**src/rtl/spp_pkg.sv**
```systemverilog
package spp_pkg;
    localparam int ADDR_W = 3;

    localparam logic [ADDR_W-1:0] A_CTRL  = 3'd0;
    localparam logic [ADDR_W-1:0] A_DATA  = 3'd1;
    localparam logic [ADDR_W-1:0] A_LATCH = 3'd2;
    localparam logic [ADDR_W-1:0] A_DIR   = 3'd3;
    localparam logic [ADDR_W-1:0] A_COMP  = 3'd4;

    localparam int CB_POL   = 0;
    localparam int CB_EDGE  = 1;
    localparam int CB_PULSE = 2;
    localparam int CB_ODIR  = 3;
    localparam int CB_HS    = 4;
    localparam int CB_IE    = 5;
    localparam int CB_FLAG  = 7;

    typedef enum logic [1:0] {
        ST_IDLE  = 2'd0,
        ST_PULSE = 2'd1,
        ST_READY = 2'd2
    } strb_state_e;

    typedef enum logic [1:0] {
        MODE_SIMPLE = 2'd0,
        MODE_IN_HS  = 2'd1,
        MODE_OUT_HS = 2'd2
    } port_mode_e;

    function automatic port_mode_e decode_mode(input logic hs, input logic odir);
        if (!hs)  return MODE_SIMPLE;
        if (odir) return MODE_OUT_HS;
        return MODE_IN_HS;
    endfunction
endpackage

```
**src/rtl/spp_stra_sync.sv**
```systemverilog
module spp_stra_sync #(
    parameter int STAGES = 2
) (
    input  logic clk,
    input  logic rst_n,
    input  logic stra_in,
    input  logic edge_rise,
    output logic stra_edge,
    output logic stra_at_active
);
    localparam int TOP = STAGES - 1;

    logic [STAGES-1:0] chain_q;
    logic              prev_q;

    always_ff @(posedge clk or negedge rst_n) begin
        if (!rst_n) begin
            chain_q <= '0;
            prev_q  <= 1'b0;
        end else begin
            chain_q <= {chain_q[STAGES-2:0], stra_in};
            prev_q  <= chain_q[TOP];
        end
    end

    always_comb begin
        stra_edge      = edge_rise ? (chain_q[TOP] & ~prev_q) : (~chain_q[TOP] & prev_q);
        stra_at_active = (chain_q[TOP] == edge_rise);
    end
endmodule

```
**src/rtl/spp_strb_fsm.sv**
```systemverilog
module spp_strb_fsm
    import spp_pkg::*;
#(
    parameter int PULSE_TICKS = 2
) (
    input  logic       clk,
    input  logic       rst_n,
    input  logic       e_tick,
    input  port_mode_e mode,
    input  logic       pulse_mode,
    input  logic       mode_load,
    input  port_mode_e load_mode,
    input  logic       load_pulse,
    input  logic       comp_wr,
    input  logic       latch_rd,
    input  logic       latch_wr,
    input  logic       stra_edge,
    output logic       strb_act
);
    localparam int CNT_W = $clog2(PULSE_TICKS + 1);
    localparam logic [CNT_W-1:0] LAST = CNT_W'(PULSE_TICKS - 1);

    strb_state_e      st_q, st_d;
    logic [CNT_W-1:0] cnt_q;
    logic             start;

    always_ff @(posedge clk or negedge rst_n) begin
        if (!rst_n) begin
            st_q  <= ST_IDLE;
            cnt_q <= '0;
        end else begin
            st_q <= st_d;
            if (start)
                cnt_q <= '0;
            else if (st_q == ST_PULSE && e_tick)
                cnt_q <= cnt_q + 1'b1;
        end
    end

    always_comb begin
        st_d  = st_q;
        start = 1'b0;
        unique case (st_q)
            ST_IDLE: begin
                if ((mode == MODE_SIMPLE && comp_wr) ||
                    (mode == MODE_OUT_HS && latch_wr) ||
                    (mode == MODE_IN_HS && latch_rd))
                    start = 1'b1;
            end
            ST_PULSE: begin
                if (mode != MODE_SIMPLE && stra_edge)
                    st_d = ST_IDLE;
                else if (mode == MODE_SIMPLE && comp_wr)
                    start = 1'b1;
                else if (e_tick && cnt_q == LAST)
                    st_d = ST_IDLE;
            end
            ST_READY: begin
                if (mode != MODE_SIMPLE && stra_edge)
                    st_d = ST_IDLE;
            end
            default: st_d = ST_IDLE;
        endcase
        if (start)
            st_d = (mode == MODE_SIMPLE || pulse_mode) ? ST_PULSE : ST_READY;
        if (mode_load) begin
            start = (load_mode == MODE_IN_HS);
            if (load_mode == MODE_IN_HS)
                st_d = load_pulse ? ST_PULSE : ST_READY;
            else
                st_d = ST_IDLE;
        end
    end

    always_comb begin
        strb_act = (st_q != ST_IDLE);
    end
endmodule

```
**src/rtl/spp_pad_mux.sv**
```systemverilog
module spp_pad_mux #(
    parameter int DATA_W = 8
) (
    input  logic              out_hs,
    input  logic              stra_at_active,
    input  logic [DATA_W-1:0] dir,
    input  logic [DATA_W-1:0] data,
    input  logic [DATA_W-1:0] latch,
    output logic [DATA_W-1:0] port_out,
    output logic [DATA_W-1:0] port_oe
);
    for (genvar b = 0; b < DATA_W; b++) begin : g_bit
        assign port_oe[b]  = dir[b] | (out_hs & stra_at_active);
        assign port_out[b] = out_hs ? latch[b] : data[b];
    end
endmodule

```
**src/rtl/strobe_port_ctrl.sv**
```systemverilog
module strobe_port_ctrl
    import spp_pkg::*;
#(
    parameter int DATA_W      = 8,
    parameter int PULSE_TICKS = 2,
    parameter int SYNC_STAGES = 2
) (
    input  logic              clk,
    input  logic              rst_n,
    input  logic              e_tick,
    input  logic              bus_sel,
    input  logic              bus_wr,
    input  logic              bus_rd,
    input  logic [ADDR_W-1:0] bus_addr,
    input  logic [DATA_W-1:0] bus_wdata,
    output logic [DATA_W-1:0] bus_rdata,
    input  logic [DATA_W-1:0] port_in,
    output logic [DATA_W-1:0] port_out,
    output logic [DATA_W-1:0] port_oe,
    output logic [DATA_W-1:0] comp_out,
    input  logic              stra_in,
    output logic              strb_out,
    output logic              irq
);
    logic pol_q, edge_q, pulse_q, odir_q, hs_q, ie_q;
    logic flag_q, arm_q;
    logic [DATA_W-1:0] dir_q, data_q, latch_q, comp_q;

    logic wr, rd, ctrl_wr, ctrl_rd, data_wr, dir_wr, comp_wr, latch_wr, latch_rd;
    logic stra_edge, stra_at_active, strb_act, flag_clr;
    logic in_out_hs;
    port_mode_e mode, load_mode;

    assign wr       = bus_sel & bus_wr;
    assign rd       = bus_sel & bus_rd;
    assign ctrl_wr  = wr && bus_addr == A_CTRL;
    assign ctrl_rd  = rd && bus_addr == A_CTRL;
    assign data_wr  = wr && bus_addr == A_DATA;
    assign dir_wr   = wr && bus_addr == A_DIR;
    assign comp_wr  = wr && bus_addr == A_COMP;
    assign latch_wr = wr && bus_addr == A_LATCH;
    assign latch_rd = rd && bus_addr == A_LATCH;

    assign mode      = decode_mode(hs_q, odir_q);
    assign load_mode = decode_mode(bus_wdata[CB_HS], bus_wdata[CB_ODIR]);
    assign in_out_hs = (mode == MODE_OUT_HS);
    assign flag_clr  = arm_q && (in_out_hs ? latch_wr : latch_rd);

    spp_stra_sync #(.STAGES(SYNC_STAGES)) u_sync (
        .clk            (clk),
        .rst_n          (rst_n),
        .stra_in        (stra_in),
        .edge_rise      (edge_q),
        .stra_edge      (stra_edge),
        .stra_at_active (stra_at_active)
    );

    spp_strb_fsm #(.PULSE_TICKS(PULSE_TICKS)) u_fsm (
        .clk        (clk),
        .rst_n      (rst_n),
        .e_tick     (e_tick),
        .mode       (mode),
        .pulse_mode (pulse_q),
        .mode_load  (ctrl_wr),
        .load_mode  (load_mode),
        .load_pulse (bus_wdata[CB_PULSE]),
        .comp_wr    (comp_wr),
        .latch_rd   (latch_rd),
        .latch_wr   (latch_wr),
        .stra_edge  (stra_edge),
        .strb_act   (strb_act)
    );

    spp_pad_mux #(.DATA_W(DATA_W)) u_pads (
        .out_hs         (in_out_hs),
        .stra_at_active (stra_at_active),
        .dir            (dir_q),
        .data           (data_q),
        .latch          (latch_q),
        .port_out       (port_out),
        .port_oe        (port_oe)
    );

    always_ff @(posedge clk or negedge rst_n) begin
        if (!rst_n) begin
            pol_q   <= 1'b1;
            edge_q  <= 1'b1;
            pulse_q <= 1'b0;
            odir_q  <= 1'b0;
            hs_q    <= 1'b0;
            ie_q    <= 1'b0;
            dir_q   <= '0;
            data_q  <= '0;
            comp_q  <= '0;
        end else begin
            if (ctrl_wr) begin
                pol_q   <= bus_wdata[CB_POL];
                edge_q  <= bus_wdata[CB_EDGE];
                pulse_q <= bus_wdata[CB_PULSE];
                odir_q  <= bus_wdata[CB_ODIR];
                hs_q    <= bus_wdata[CB_HS];
                ie_q    <= bus_wdata[CB_IE];
            end
            if (dir_wr)  dir_q  <= bus_wdata;
            if (data_wr) data_q <= bus_wdata;
            if (comp_wr) comp_q <= bus_wdata;
        end
    end

    always_ff @(posedge clk or negedge rst_n) begin
        if (!rst_n) begin
            flag_q  <= 1'b0;
            arm_q   <= 1'b0;
            latch_q <= '0;
        end else begin
            if (stra_edge)      flag_q <= 1'b1;
            else if (flag_clr)  flag_q <= 1'b0;
            if (ctrl_rd && flag_q) arm_q <= 1'b1;
            else if (flag_clr)     arm_q <= 1'b0;
            if (stra_edge && !in_out_hs)     latch_q <= port_in;
            else if (latch_wr && in_out_hs)  latch_q <= bus_wdata;
        end
    end

    always_comb begin
        bus_rdata = '0;
        unique case (bus_addr)
            A_CTRL: begin
                bus_rdata[CB_POL]   = pol_q;
                bus_rdata[CB_EDGE]  = edge_q;
                bus_rdata[CB_PULSE] = pulse_q;
                bus_rdata[CB_ODIR]  = odir_q;
                bus_rdata[CB_HS]    = hs_q;
                bus_rdata[CB_IE]    = ie_q;
                bus_rdata[CB_FLAG]  = flag_q;
            end
            A_DATA:  bus_rdata = (data_q & dir_q) | (port_in & ~dir_q);
            A_LATCH: bus_rdata = latch_q;
            A_DIR:   bus_rdata = dir_q;
            A_COMP:  bus_rdata = comp_q;
            default: bus_rdata = '0;
        endcase
    end

    assign comp_out = comp_q;
    assign strb_out = pol_q ? strb_act : ~strb_act;
    assign irq      = flag_q & ie_q;
endmodule

```
**config.mk**
```make
export PLATFORM = sky130hd
export DESIGN_NAME = strobe_port_ctrl
export DESIGN_NICKNAME = d
export VERILOG_FILES = /design/src/rtl/spp_pkg.sv /design/src/rtl/spp_stra_sync.sv /design/src/rtl/spp_strb_fsm.sv /design/src/rtl/spp_pad_mux.sv /design/src/rtl/strobe_port_ctrl.sv
export SDC_FILE = /design/constraint.sdc
export NUM_CORES = 1
export LEC_CHECK = 0
export BUFFER_PORTS_ARGS = -buffer_cell sky130_fd_sc_hd__clkbuf_2
export CAP_MARGIN = 20
export CORE_UTILIZATION = 54
export CTS_CLUSTER_SIZE = 14
export DETAILED_ROUTE_END_ITERATION = 8
export PLACE_DENSITY_LB_ADDON = 0.2
export SLEW_MARGIN = 20
export SYNTH_ARGS = -nofsm -noshare
export SYNTH_HDL_FRONTEND = slang
export SYNTH_SLANG_ARGS = --single-unit
```
**constraint.sdc**
```tcl
create_clock -name clk -period 1.8 [get_ports clk]
set_input_delay 0.27 -clock clk [delete_from_list [all_inputs] [get_ports clk]]
set_output_delay 0.27 -clock clk [all_outputs]
set_load 0.05 [all_outputs]
```
* Word level (Yosys, flattened, before mapping)
Cells that the tools add are included.
Cells by class: bitwise gates (word level) 21, equal/unequal tests 15, reduce and logical (&&, ||, !) cells 30, multiplexer cells 48, add/sub/neg operators 1
Operators with widths (number):
- $mux W2 | 19
- $pmux W6 S5 | 1
- $mux W1 | 22
- $and A8 B8 Y8 | 2
- $logic_and A1 B1 Y1 | 16
- $mux W8 | 2
- $reduce_bool A2 Y1 | 6
- $ne A5 B5 Y1 const B | 2
- $eq A2 B1 Y1 const B | 4
- $not A8 Y8 | 1
- $or A1 B1 Y1 | 8
- $or A8 B8 Y8 | 1
- $and A1 B1 Y1 | 6
- $eq A3 B2 Y1 const B | 2
- $pmux W2 S3 | 1
- $pmux W1 S5 | 1
- $eq A2 B2 Y1 const B | 2
- $logic_not A2 Y1 | 2
- $ne A4 B2 Y1 const B | 1
- $pmux W1 S4 | 1
- $reduce_and A4 Y1 | 1
- $eq A3 B1 Y1 const B | 1
- $eq A3 B3 Y1 const B | 1
- $logic_not A3 Y1 | 1
- other kinds (7) | 11
Word-level totals: bits of input ports 26, register bits 47, output and inout bits 34, logic and storage cells 131

* Longest topological paths before layout
word-level depth 12, gate-level depth with buffers 5, gate-level depth less buffers 5

* By module
From an unflattened synthesis, not the netlist that was laid out.
Second synthesis, totals: cell total of the unflattened synthesis 246, area total of the unflattened synthesis 2691.3 um^2
By module, submodules not included:
- strobe_port_ctrl | area each 2113.3 um^2, times used 1, cells an instance 189, sequential area each 1003.5 um^2
- spp_strb_fsm | area each 284.0 um^2, times used 1, cells an instance 31, sequential area each 100.1 um^2
- spp_pad_mux | area each 187.7 um^2, times used 1, cells an instance 19, sequential area each 0.0 um^2
- spp_stra_sync | area each 106.4 um^2, times used 1, cells an instance 7, sequential area each 75.1 um^2

* Worst setup path before layout
Ideal clock, no wire load.
path type reg-to-output, from register odir_q, to output port port_out[1], stages on the path, launching flop included 4, data required time 1530 ps, arrival time 1849 ps, path slack -319 ps, path buffers 1, path through dfrtp_1 -> nand2_1 -> buf_1 -> o21ai_0
On the way: word-level cells in the longest chain between the ends 6, elaborated cells between the ends (all ways) 7, those cells by class eq/ne: 1; mux: 6
Ends and longest elaborated chain:
- start: declaration | RTL line strobe_port_ctrl.sv:25 | logic pol_q, edge_q, pulse_q, odir_q, hs_q, ie_q;
- start signal: assignment | RTL line strobe_port_ctrl.sv:100 | odir_q <= bus_wdata[CB_ODIR];
- $mux W1 (2 in series) | RTL line spp_pkg.sv:32 | if (odir) return MODE_OUT_HS;
- $mux W2 * | RTL line spp_pkg.sv:33 | return MODE_IN_HS;
- $mux W2 * | RTL line spp_pkg.sv:32
- $eq A2 B2 Y1 * | RTL line strobe_port_ctrl.sv:46 | assign in_out_hs = (mode == MODE_OUT_HS);
- $mux W1 * | RTL line spp_pad_mux.sv:14 | assign port_out[b] = out_hs ? latch[b] : data[b];
- end: declaration | RTL line strobe_port_ctrl.sv:18 | output logic [DATA_W-1:0] port_out,
Mark *: on every way between the ends. The rest lies on a longest branch, timed or not. The select of a mux whose other input is x is not followed.

* Worst setup path after layout
from register edge_q, to output port port_oe[3]
On the way: word-level cells in the longest chain between the ends 3
Ends and longest elaborated chain:
- start: declaration | RTL line strobe_port_ctrl.sv:25
- start signal: assignment | RTL line strobe_port_ctrl.sv:98 | edge_q <= bus_wdata[CB_EDGE];
- $eq A1 B1 Y1 | RTL line spp_stra_sync.sv:28 | stra_at_active = (chain_q[TOP] == edge_rise);
- $and A1 B1 Y1 | RTL line spp_pad_mux.sv:13 | assign port_oe[b] = dir[b] | (out_hs & stra_at_active);
- $or A1 B1 Y1 | RTL line spp_pad_mux.sv:13
- end: declaration | RTL line strobe_port_ctrl.sv:19 | output logic [DATA_W-1:0] port_oe,
No other way between the ends.

==> out/metrics.yaml <==
synth:
  syn_inst: 256
  netlist.area_leader.share_pct: 42.8
  seq_area_frac_synth_pct: 44.8
  synthArstFlopShare_pct: 100
  synthesis.area_mm2: 0.00263
  yosysTopAreaCell: "dfrtp_1"
  syn_nets: 283
  ys_ff_latch: 47
  ys_types: 46
  ys.flop_type: "dfrtp_1"
  syn_area_per_cell_um2: 10.3
  yosys_warnings: 0
  synth_edf_count: 0
  ys_top_cells_by_area: "dfrtp_1 (43%), mux2_2 (13%), mux2_4 (3.4%), nand2_1 (3.4%), nor2_1 (3.0%)"
timing:
  final.period_utilization_pct: 105
  drv_slew: 0
  max_freq_ghz: 0.529
  slew_headroom_pct: 66.3
  worstMarginPinSlew_ns: 0.505
  whs_ns: 0.0700
  rsz0062_at_grt: "true"
  finalSetupViolCount: 10
  skew_ns: 0.00788
  post-route-min-period_ns: 1.89
  worst_slack_ns: -0.0918
  final-hold-violation-count: 0
floorplan:
  rows: 25
  pin_count: 60
  initial_utilization_pct: 56.1
  die_width_um: 71.8
  core_area_mm2: 0.00469
  dieArea_mm2: 0.00516
  fp.dieH_um: 71.8
routing:
  post-route-drc-count: 0
  routed_wl_mm: 7.43
  detail_route.wl_per_cell_um: 18.7
  final_antenna_net_count: 0
  num_vias: 2431
  firstDrtPassIters: 4
  vias_per_cell: 6.11
  drtIter0Drc: 110
worst_hold_path:
  min_path_cells: 1
  hp-class: "in -> reg"
  min_from: "stra_in"
  whs_endpoint: "u_sync.chain_q[0]"
clock_network:
  clk_latency_ns: 0.31
  cts_buffers: 5
  clock_sinks: 47
  cts.clk_slew.worst_paths_ns: 0.09
  h-tree-depth: 2
  cts_tree: "yes"
  cts_buffer_depth: 2
  clock-root-buffer: "clkbuf_8"
setup_path:
  reg2reg_from: "hs_q"
  start_kind: "flop"
  crit_slowest_cell: "dfstp_2"
  path_delay_family: "flip-flops"
  reg2regPathDepth: 6
  worstPathRequired_ns: 1.53
  r2r_slack_ns: 0.20
  cp_max_fo: 8
  end_kind: "primary output"
  regToRegEndpoint: "u_fsm.cnt_q[1]"
  crit_chain: "xor2_2 -> nor2_4 -> or2_4 -> clkbuf_16"
  crit_arrival_ns: 1.62
  crit_type: "reg -> out"
  timing.critical_path.buf_inv: 1
  slowest_delay_ns: 0.57
layout:
  diodes: 0
  nets: 370
  syn_to_final_growth_pct: 42.7
  fill_cells: 307
  stdcell_count: 398
  drive_gt1_share_pct: 48.0
placed_design:
  portBuffers: 59
  gp_congestion: 0.830
  place_inst: 384
  hpwlAfterDp_mm: 4.91
global_route:
  grt_pass1_wl_mm: 11.5
  grt_pass1_vias: 2381
  grt_max_degree: 31
  grt_use_total_pct: 29.6
  grt_overflow_total: 0
  grt_antenna_before_repair: 0
power:
  ir_drop_uv: 830
  power.leakage_nw: 1.75
  total_power_mw: 4.72
  p_per_area_mw_per_mm2: 1260
run_status:
  status: "complete, but fails checks"
  violations: "negative setup slack"
flow_run:
  drv_cap: 0
synthesized netlist by cell type (2+ instances only):
library cell and number:
or2_2 8, mux2i_1 7, or4_1 3, mux2_4 6, nand2_1 24, buf_1 2, buf_2 4, nor2_1 21
a31oi_1 10, xor2_1 2, dfstp_2 2, nand2b_1 4, clkbuf_1 4, nor2b_1 2, nand4_1 2, o21ai_0 14
mux2_2 31, nand3_1 3, a21oi_1 10, inv_1 10, nand4b_1 4, dfrtp_1 45, o31a_1 6, o22ai_1 9
o211ai_1 2
flip-flops by register name (all words and copies together), names as in the netlist, 2 cells and up:
register        flops
u_sync.chain_q      2
comp_out            8
dir_q               8
latch_q             8
data_q              8
u_fsm.cnt_q         2
u_fsm.st_q          2
power by group:
| part | total (mW) | switching, mW | leakage [nW] | internal, mW |
|---|---|---|---|---|
| Combinational | 2.44 | 1.35 | 1.14 | 1.09 |
| Clock | 0.713 | 0.361 | 0.0515 | 0.351 |
| Sequential | 1.57 | 0.243 | 0.559 | 1.32 |
cell type report:
| type | instances | area (um2) | area share, % |
|---|---|---|---|
| Timing Repair Buffer | 92 | 875 | 23.3 |
| Inverter | 10 | 37.5 | 1.00 |
| Sequential cell | 47 | 1180 | 31.4 |
| Tap cell | 54 | 67.6 | 1.80 |
| Clock buffer | 8 | 100 | 2.67 |
| Multi-Input combinational cell | 187 | 1500 | 39.8 |
cells by family (layout without fill, tap and decap cells):
| group | Yosys count | in the layout | synth area share, % |
|---|---|---|---|
| buffers and inverters | 22 | 110 | 3.76 |
| AOI/OAI and AO/OA | 56 | 56 | 13.0 |
| and+or+nand+nor | 84 | 84 | 18.0 |
| DFF | 47 | 47 | 44.8 |
| xor gates and xnor gates | 2 | 2 | 0.666 |
| adders and majority gates | 1 | 1 | 0.475 |
| muxes | 44 | 44 | 19.4 |
stage by stage:
stage / util (%) / cell area, um2 / setup WS, ns / TNS, ns
final: 80.0 / 3750 / -0.0918 / -0.655
after global routing: 80.0 / 3750 / -0.121 / -1.05
after CTS: 77.7 / 3650 / -0.0645 / -0.306
after detailed placement: 71.8 / 3370 / -0.0592 / -0.234
after global placement: 71.8 / 3370 / -0.0468 / -0.186
after floorplan: - / 2690 / -0.319 / -0.639
routing by layer:
layer / up-vias / wire, um / share of wire [%] / GRT usage (%)
met5: - / 0 / 0 / 0
met3: 12 / 344 / 4.6 / 5.77
li1: 1101 / - / - / -
met2: 94 / 3830 / 52 / 50.0
met4: 0 / 108 / 1.5 / 12.9
met1: 1224 / 3150 / 42 / 37.2
cell usage in the layout (no fill, tap or decap), types with 2 or more instances in the layout:
cell type	count
clkbuf_8	7
mux2_2	25
o22ai_1	2
nand4_1	2
nand2_1	23
or2_4	8
o31a_1	6
o22ai_2	7
a31oi_1	10
dfrtp_1	45
nand3_1	3
nand2b_1	4
nor2_1	19
nor2b_1	2
clkbuf_16	2
dfstp_2	2
a21oi_1	8
mux2i_1	6
buf_12	12
o211ai_1	2
buf_6	5
buf_8	9
o21ai_0	14
or4_1	3
mux2_4	12
buf_4	26
nand4b_1	4
buf_2	2
clkbuf_2	34
inv_1	10
how the worst max path moves through the flow:
stage / slack [ns] / cells past startpoint / endpoint / from
floorplan: -0.32 / 3 / port_out[1] / odir_q
global placement: -0.05 / 4 / port_oe[7] / edge_q
detailed placement: -0.06 / 4 / port_oe[6] / edge_q
CTS: -0.06 / 4 / bus_rdata[6] / dir_q[6]
global route: -0.12 / 4 / port_oe[3] / edge_q
finish: -0.09 / 4 / port_oe[3] / edge_q
timing repair:
action | in CTS | in global routing
setup buffers | 2 | 3
pin swaps | 7 | 4
gates cloned | 0 | 0
endpoints found under the hold margin | 17 | 0
gates resized for setup | 38 | 32
hold buffers | 1 | 0
endpoints found under the setup margin | 15 | 23
No activity file was read; power rests on OpenSTA's default activity.
